$ cat src/rtl/pcm_rx_pkg.sv
package pcm_rx_pkg;
  localparam int SLOT_BITS = 8;
  localparam int WORD_BITS = 2 * SLOT_BITS;

  typedef enum logic {
    FMT_COMPANDED = 1'b0,
    FMT_LINEAR    = 1'b1
  } fmt_e;
endpackage

$ cat src/rtl/pcm_rx_sync.sv
module pcm_rx_sync #(
  parameter int STAGES = 2
) (
  input  logic clk,
  input  logic rst_n,
  input  logic bclk_raw,
  input  logic fs_raw,
  input  logic din_raw,
  output logic bit_strobe,
  output logic fs_s,
  output logic din_s
);
  // Per stage: bit 2 = bit clock, bit 1 = frame sync, bit 0 = data.
  logic [2:0] stage_q [STAGES];
  logic       bclk_last_q;

  genvar g;
  generate
    for (g = 0; g < STAGES; g++) begin : g_stage
      logic [2:0] stage_d;
      if (g == 0) begin : g_first
        assign stage_d = {bclk_raw, fs_raw, din_raw};
      end else begin : g_next
        assign stage_d = stage_q[g-1];
      end
      always_ff @(posedge clk or negedge rst_n) begin
        if (!rst_n) stage_q[g] <= 3'b000;
        else        stage_q[g] <= stage_d;
      end
    end
  endgenerate

  always_ff @(posedge clk or negedge rst_n) begin
    if (!rst_n) bclk_last_q <= 1'b0;
    else        bclk_last_q <= stage_q[STAGES-1][2];
  end

  always_comb begin
    bit_strobe = bclk_last_q & ~stage_q[STAGES-1][2];
    fs_s       = stage_q[STAGES-1][1];
    din_s      = stage_q[STAGES-1][0];
  end

  // A falling edge can never produce strobes on two consecutive cycles.
  p_single_edge_r3: assert property (@(posedge clk) disable iff (!rst_n)
    bit_strobe |=> !bit_strobe);
endmodule

$ cat src/rtl/pcm_rx_cfg.sv
module pcm_rx_cfg #(
  parameter int CHAN_IDX = 1,
  parameter int SLOT_W   = 7,
  localparam int POS_W   = SLOT_W + 3
) (
  input  logic             clk,
  input  logic             rst_n,
  input  logic             wr_place,
  input  logic [SLOT_W-1:0] slot_in,
  input  logic [2:0]       bitoff_in,
  input  logic             wr_mode,
  input  logic             linear_in,
  input  logic             active_in,
  output logic [POS_W-1:0] start_pos,
  output logic             linear,
  output logic             active
);
  localparam int DEF_SLOT = 16 * CHAN_IDX;
  localparam logic [SLOT_W-1:0] DEF_SLOT_V = SLOT_W'(DEF_SLOT);

  logic [POS_W-1:0] place_q, place_d;
  logic             lin_q, lin_d, act_q, act_d;

  always_comb begin
    place_d = place_q;
    lin_d   = lin_q;
    act_d   = act_q;
    if (wr_place) place_d = {slot_in, bitoff_in};
    if (wr_mode) begin
      lin_d = linear_in;
      act_d = active_in;
    end
  end

  always_ff @(posedge clk or negedge rst_n) begin
    if (!rst_n) begin
      place_q <= {DEF_SLOT_V, 3'b000};
      lin_q   <= 1'b0;
      act_q   <= 1'b0;
    end else begin
      place_q <= place_d;
      lin_q   <= lin_d;
      act_q   <= act_d;
    end
  end

  assign start_pos = place_q;
  assign linear    = lin_q;
  assign active    = act_q;

  initial begin
    if (DEF_SLOT >= (1 << SLOT_W)) $error("default slot does not fit SLOT_W");
  end
endmodule

$ cat src/rtl/pcm_rx_poscnt.sv
module pcm_rx_poscnt #(
  parameter int CNT_W = 11
) (
  input  logic             clk,
  input  logic             rst_n,
  input  logic             bit_strobe,
  input  logic             fs_s,
  output logic             frame_start,
  output logic [CNT_W-1:0] pos_now
);
  localparam logic [CNT_W-1:0] CMAX = '1;

  logic [CNT_W-1:0] pos_q, pos_d;
  logic             fs_prev_q, fs_prev_d;

  always_comb begin
    frame_start = bit_strobe & fs_s & ~fs_prev_q;
    if (frame_start)        pos_now = '0;
    else if (pos_q == CMAX) pos_now = CMAX;
    else                    pos_now = pos_q + 1'b1;
    pos_d     = pos_q;
    fs_prev_d = fs_prev_q;
    if (bit_strobe) begin
      pos_d     = pos_now;
      fs_prev_d = fs_s;
    end
  end

  // The position parks at CMAX (outside any start position) until the first frame sync.
  always_ff @(posedge clk or negedge rst_n) begin
    if (!rst_n) begin
      pos_q     <= CMAX;
      fs_prev_q <= 1'b0;
    end else begin
      pos_q     <= pos_d;
      fs_prev_q <= fs_prev_d;
    end
  end

  p_restart_r8: assert property (@(posedge clk) disable iff (!rst_n)
    (bit_strobe && fs_s && !fs_prev_q) |=> (pos_q == '0));

  p_level_no_restart_r9: assert property (@(posedge clk) disable iff (!rst_n)
    (bit_strobe && fs_s && fs_prev_q) |=> (pos_q != '0));

  p_idle_hold_r10: assert property (@(posedge clk) disable iff (!rst_n)
    !bit_strobe |=> $stable(pos_q));
endmodule

$ cat src/rtl/pcm_rx_shift.sv
module pcm_rx_shift
  import pcm_rx_pkg::*;
#(
  parameter int CNT_W = 11
) (
  input  logic                 clk,
  input  logic                 rst_n,
  input  logic                 bit_strobe,
  input  logic                 din_s,
  input  logic                 frame_start,
  input  logic [CNT_W-1:0]     pos_now,
  input  logic [CNT_W-1:0]     start_pos,
  input  logic                 active,
  input  logic                 linear,
  output logic [WORD_BITS-1:0] sample_data,
  output logic                 sample_valid
);
  localparam int LEN_W = $clog2(WORD_BITS + 1);
  localparam logic [LEN_W-1:0] LEN_NARROW = LEN_W'(SLOT_BITS);
  localparam logic [LEN_W-1:0] LEN_WIDE   = LEN_W'(WORD_BITS);

  logic                   busy_q, busy_d;
  logic [LEN_W-1:0]       cnt_q, cnt_d, cnt_inc, len;
  logic [WORD_BITS-2:0]   sh_q, sh_d;
  fmt_e                   fmt_q, fmt_d;
  logic [WORD_BITS-1:0]   data_q, data_d, shifted;
  logic                   valid_q, valid_d;
  logic                   hit;

  always_comb begin
    hit     = bit_strobe & active & (pos_now == start_pos);
    len     = (fmt_q == FMT_LINEAR) ? LEN_WIDE : LEN_NARROW;
    cnt_inc = cnt_q + 1'b1;
    shifted = {sh_q, din_s};
    busy_d  = busy_q;
    cnt_d   = cnt_q;
    sh_d    = sh_q;
    fmt_d   = fmt_q;
    data_d  = data_q;
    valid_d = 1'b0;
    if (hit) begin
      busy_d = 1'b1;
      cnt_d  = LEN_W'(1);
      sh_d   = {{(WORD_BITS-2){1'b0}}, din_s};
      fmt_d  = linear ? FMT_LINEAR : FMT_COMPANDED;
    end else if (bit_strobe && busy_q) begin
      if (frame_start || !active) begin
        busy_d = 1'b0;
      end else begin
        sh_d  = shifted[WORD_BITS-2:0];
        cnt_d = cnt_inc;
        if (cnt_inc == len) begin
          busy_d  = 1'b0;
          valid_d = 1'b1;
          if (fmt_q == FMT_LINEAR) data_d = shifted;
          else data_d = {{(WORD_BITS-SLOT_BITS){1'b0}}, shifted[SLOT_BITS-1:0]};
        end
      end
    end else if (!active) begin
      busy_d = 1'b0;
    end
  end

  always_ff @(posedge clk or negedge rst_n) begin
    if (!rst_n) begin
      busy_q  <= 1'b0;
      cnt_q   <= '0;
      sh_q    <= '0;
      fmt_q   <= FMT_COMPANDED;
      data_q  <= '0;
      valid_q <= 1'b0;
    end else begin
      busy_q  <= busy_d;
      cnt_q   <= cnt_d;
      sh_q    <= sh_d;
      fmt_q   <= fmt_d;
      data_q  <= data_d;
      valid_q <= valid_d;
    end
  end

  assign sample_data  = data_q;
  assign sample_valid = valid_q;

  p_pulse_r6: assert property (@(posedge clk) disable iff (!rst_n)
    sample_valid |=> !sample_valid);

  p_hold_r6: assert property (@(posedge clk) disable iff (!rst_n)
    !sample_valid |-> $stable(sample_data));

  p_narrow_upper_r4: assert property (@(posedge clk) disable iff (!rst_n)
    (sample_valid && fmt_q == FMT_COMPANDED) |-> (sample_data[WORD_BITS-1:SLOT_BITS] == '0));

  p_count_range_r5: assert property (@(posedge clk) disable iff (!rst_n)
    busy_q |-> (cnt_q != '0 && cnt_q < len));

  p_standby_r7: assert property (@(posedge clk) disable iff (!rst_n)
    !active |=> !sample_valid);
endmodule

$ cat src/rtl/pcm_rx_slot_extract.sv
module pcm_rx_slot_extract
  import pcm_rx_pkg::*;
#(
  parameter int CHAN_IDX    = 1,
  parameter int SLOT_W      = 7,
  parameter int SYNC_STAGES = 2
) (
  input  logic                 clk,
  input  logic                 rst_n,
  input  logic                 bclk_in,
  input  logic                 fs_in,
  input  logic                 din_in,
  input  logic                 cfg_wr_place,
  input  logic [SLOT_W-1:0]    cfg_slot,
  input  logic [2:0]           cfg_bitoff,
  input  logic                 cfg_wr_mode,
  input  logic                 cfg_linear,
  input  logic                 cfg_active,
  output logic [WORD_BITS-1:0] sample_data,
  output logic                 sample_valid
);
  localparam int POS_W = SLOT_W + 3;
  localparam int CNT_W = POS_W + 1;

  // Reset: asserted asynchronously, released through two flops.
  logic rst_meta_q, rst_sync_q;
  always_ff @(posedge clk or negedge rst_n) begin
    if (!rst_n) begin
      rst_meta_q <= 1'b0;
      rst_sync_q <= 1'b0;
    end else begin
      rst_meta_q <= 1'b1;
      rst_sync_q <= rst_meta_q;
    end
  end

  logic             bit_strobe, fs_s, din_s, frame_start;
  logic [POS_W-1:0] start_pos;
  logic [CNT_W-1:0] pos_now;
  logic             linear, active;

  pcm_rx_sync #(.STAGES(SYNC_STAGES)) u_sync (
    .clk(clk), .rst_n(rst_sync_q),
    .bclk_raw(bclk_in), .fs_raw(fs_in), .din_raw(din_in),
    .bit_strobe(bit_strobe), .fs_s(fs_s), .din_s(din_s)
  );

  pcm_rx_cfg #(.CHAN_IDX(CHAN_IDX), .SLOT_W(SLOT_W)) u_cfg (
    .clk(clk), .rst_n(rst_sync_q),
    .wr_place(cfg_wr_place), .slot_in(cfg_slot), .bitoff_in(cfg_bitoff),
    .wr_mode(cfg_wr_mode), .linear_in(cfg_linear), .active_in(cfg_active),
    .start_pos(start_pos), .linear(linear), .active(active)
  );

  pcm_rx_poscnt #(.CNT_W(CNT_W)) u_cnt (
    .clk(clk), .rst_n(rst_sync_q),
    .bit_strobe(bit_strobe), .fs_s(fs_s),
    .frame_start(frame_start), .pos_now(pos_now)
  );

  pcm_rx_shift #(.CNT_W(CNT_W)) u_shift (
    .clk(clk), .rst_n(rst_sync_q),
    .bit_strobe(bit_strobe), .din_s(din_s), .frame_start(frame_start),
    .pos_now(pos_now), .start_pos({1'b0, start_pos}),
    .active(active), .linear(linear),
    .sample_data(sample_data), .sample_valid(sample_valid)
  );

  p_reset_quiet_r1: assert property (@(posedge clk) disable iff (!rst_sync_q)
    $rose(rst_sync_q) |-> (!sample_valid && sample_data == '0));
endmodule

$ cat config.mk
export PLATFORM = sky130hd
export DESIGN_NAME = pcm_rx_slot_extract
export DESIGN_NICKNAME = d
export VERILOG_FILES = /design/src/rtl/pcm_rx_pkg.sv /design/src/rtl/pcm_rx_sync.sv /design/src/rtl/pcm_rx_cfg.sv /design/src/rtl/pcm_rx_poscnt.sv /design/src/rtl/pcm_rx_shift.sv /design/src/rtl/pcm_rx_slot_extract.sv
export SDC_FILE = /design/constraint.sdc
export NUM_CORES = 1
export LEC_CHECK = 0
export ABC_AREA = 1
export BUFFER_PORTS_ARGS = -buffer_cell sky130_fd_sc_hd__buf_2
export CORE_MARGIN = 2
export CORE_UTILIZATION = 40
export CTS_CLUSTER_DIAMETER = 150
export DETAILED_ROUTE_END_ITERATION = 16
export PLACE_DENSITY = 0.54
export SYNTH_ARGS = -nofsm -noshare
export SYNTH_HDL_FRONTEND = slang
export SYNTH_SLANG_ARGS = --single-unit
$ cat constraint.sdc
create_clock -name clk -period 2.4 [get_ports clk]
set_input_delay 0.48 -clock clk [delete_from_list [all_inputs] [get_ports clk]]
set_output_delay 0.48 -clock clk [all_outputs]
set_load 0.01 [all_outputs]
==> metrics.txt <==
mean post-synth cell area 8.14 µm²; DP HPWL ~4.9 mm; Max Transition Viols Final 0; drc violations 0; required time reported for the critical path endpoint between 2 and 3 ns; Die Outline Area between 9000 and 10,000 µm²; most frequent standard cell in the layout excluding fill and tap cells sky130_fd_sc_hd__nand2_1; commonest cells after routing, fill and taps aside sky130_fd_sc_hd__nand2_1, sky130_fd_sc_hd__dfrtp_1, sky130_fd_sc_hd__buf_2, sky130_fd_sc_hd__inv_1, sky130_fd_sc_hd__nand3_1; Worst Setup Path Type reg -> reg; final clock period utilization by the worst path between 90% and 100%; pin count of the biggest net entering global routing 43; Chip Width ~96 µm; kind of end point of the critical path flop; Final Worst Setup Slack about 0.11 ns; maximum clock rate roughly 440 MHz; clock latency on the worst-skew pair ~0.35 ns; area added between synthesis and finish 24.5%; Buffers on Ports 35; post-route non-filler standard cell count between 500 and 600; routed vias 2,788; crit path DAT approximately 2.5 ns; number of endpoints failing setup at the final stage 0; number of synthesized register bits between 70 and 80; I/O Pins 36; number of antenna violations at the first check in global routing 0; via count of the first global-routing pass ~2,600; CTS clk-pin slew, worst paths 0.08 ns; Unique masters post-synth 29; Final Hold Fails 0; worst slew slack as a fraction of its limit about 65%; Filler cells approximately 800; number of cells produced by synthesis approximately 420; Worst Hold Class in -> reg; Clock Skew ~0.012 ns; largest driver fanout on the critical path 8; die extent in y 95.9 µm; number of placed cells counting well taps 558; total power after layout about 2.8 mW; Synth top area share roughly 44%; Max IR drop VDD between 0.3 and 0.4 mV; number of iterations in the first detailed-routing pass 4; biggest area consumer among synthesized cells sky130_fd_sc_hd__dfrtp_1; Num Clock Sinks slightly above 70; main area contributors after synthesis sky130_fd_sc_hd__dfrtp_1, sky130_fd_sc_hd__nand2_1, sky130_fd_sc_hd__dfstp_2; Starting Density just over 40%; leftover overflow at the end of global routing 0; fraction of layout cells with a size suffix above 1 26.8%; post-layout minimum cycle time 2.29 ns; number of CTS-inserted buffers 9; Lkg Pwr ~2.1 nW; clock tree from TritonCTS done; pwr dens around 680 nW/µm²; routed length per instance 12.5 µm; core area 8220 µm²; launching element type of the critical path flop; maximum root-to-sink buffer count 2; unrepaired setup endpoints after global routing true; Clock H-tree levels 3; Post-Syn Area 3380 µm²; first-pass GRT wire length 12.1 mm; Avg Vias per Cell ~4.8; number of diodes 0; pre-CTS worst setup slack approximately 0.067 ns; Final Wtd Congestion about 0.84; number of nets produced by synthesis 437; result of the run complete, no violations; Yosys warning count 0; portion of the post-synthesis area used by sequential elements a little over half; All-Layer GR Usage between 15 and 20%; Total Nets Final 491; worst slew pin tran between 0.5 and 0.6 ns; number of maximum-capacitance constraint violations 0; clock tree root buffer cell sky130_fd_sc_hd__clkbuf_8; number of DRC markers after the initial detailed-route iteration about 120; routed wire length 7.22 mm; site row count 33; number of nets with antenna violations after detailed routing 0
-- final cells by class --
| type | count | area (µm²) | area share, % |
|---|---|---|---|
| flip-flops and latches | 72 | 1820 | 43.2 |
| multi-input cells | 293 | 1490 | 35.5 |
| repair buffers | 57 | 383 | 9.10 |
| clock buffers | 11 | 141 | 3.36 |
| inverters | 36 | 135 | 3.21 |
| well taps | 105 | 131 | 3.12 |
| clock inverters | 5 | 104 | 2.47 |
-- kinds of logic after synthesis --
kind of cell	count (synthesis)	share of synthesized area, %
simple gates	234	29.8
flops	72	53.8
buf+inv	51	6.30
compound gates	49	7.52
xor+xnor	4	1.04
fa+ha+maj	3	1.11
other cells	1	0.111
mux	1	0.333
-- worst max-delay path, cell delays in order (launching register included) --
cell and delay, ns:
sky130_fd_sc_hd__dfstp_2 0.55, sky130_fd_sc_hd__nand2_1 0.07, sky130_fd_sc_hd__nor2_1 0.33, sky130_fd_sc_hd__nand3_4 0.16
sky130_fd_sc_hd__nand3_2 0.12, sky130_fd_sc_hd__nand2_2 0.05, sky130_fd_sc_hd__nand2_1 0.05, sky130_fd_sc_hd__nand2_1 0.06
sky130_fd_sc_hd__nor2_2 0.13, sky130_fd_sc_hd__nand2_1 0.09, sky130_fd_sc_hd__nor2_2 0.15, sky130_fd_sc_hd__nand2_4 0.14
sky130_fd_sc_hd__buf_4 0.17, sky130_fd_sc_hd__nand3_1 0.07, sky130_fd_sc_hd__nand2_1 0.05
-- worst paths after layout --
check                                                start                                endpoint  slack, ns  cells past startpoint
worst min register to register        rst_sync_q$_DFF_PN0_  u_sync.g_stage[1].stage_d[1]$_DFF_PN0_       0.27                      1
max in group asynchronous             rst_sync_q$_DFF_PN0_              u_cnt.pos_q[8]$_DFFE_PN1N_       1.67                      1
worst max-delay path            u_cnt.pos_q[8]$_DFFE_PN1N_      u_shift.sample_data[9]$_DFFE_PN0P_       0.11                     14
min in group asynchronous             rst_sync_q$_DFF_PN0_  u_sync.g_stage[1].stage_d[1]$_DFF_PN0_       0.27                      1
worst min-delay path                               bclk_in  u_sync.g_stage[1].stage_d[2]$_DFF_PN0_       0.24                      1
worst max register to register  u_cnt.pos_q[8]$_DFFE_PN1N_      u_shift.sample_data[9]$_DFFE_PN0P_       0.11                     14
-- flip-flops by register name, indices dropped and copies added, names as in the netlist, 3 cells and up --
signal / count
u_cfg.start_pos: 10
u_cnt.pos_q: 11
u_shift.cnt_q: 5
u_shift.sample_data: 16
u_shift.sh_q: 15
u_sync.g_stage.stage_d: 3
-- where the power goes --
group	internal, mW	leakage, nW	switching [mW]
sequential	1.29	0.919	0.0548
clock	0.721	0.124	0.454
combinational	0.127	1.08	0.193
total	2.14	2.12	0.702
-- what timing repair did --
| action | 4_1_cts | 5_1_grt |
|---|---|---|
| buffers inserted | 0 | 3 |
| endpoints found under the hold margin | 2 | 0 |
| resized for setup | 0 | 32 |
| setup endpoints to repair | 0 | 21 |
| hold buffers | 1 | 0 |
-- cells in the mapped netlist, drive strengths merged --
| library cell | number |
|---|---|
| or2 | 2 |
| buf | 7 |
| o21ai | 27 |
| dfstp | 12 |
| nand3 | 42 |
| nand2 | 159 |
| a21oi | 20 |
| o21bai | 2 |
| clkbuf | 8 |
| nor2 | 26 |
| nand4 | 2 |
| nor3 | 2 |
| conb | 1 |
| ha | 3 |
| inv | 36 |
| nand3b | 1 |
| xor2 | 4 |
| dfrtp | 60 |
| mux2 | 1 |
-- metrics by stage --
| step | TNS [ns] | hold WS, ns | instance area [µm²] | utilization, % |
|---|---|---|---|---|
| global route | -0.806 | 0.216 | 4210 | 51.2 |
| global placement | 0 | 0.266 | 3770 | 45.9 |
| finish | 0 | 0.237 | 4210 | 51.2 |
| floorplan | 0 | 0.184 | 3380 | - |
| CTS | 0 | 0.219 | 4020 | 49.0 |
| detailed placement | 0 | 0.267 | 3770 | 45.9 |
-- routing by layer --
| layer | vias up | track usage (%) | share of wire (%) |
|---|---|---|---|
| li1 | 1421 | - | - |
| met1 | 1328 | 24.4 | 52 |
| met2 | 31 | 25.9 | 44 |
| met3 | 8 | 3.60 | 2.8 |
| met4 | 0 | 7.14 | 1.3 |
| met5 | - | 0 | 0 |
Power figures use the tool's default switching activity.
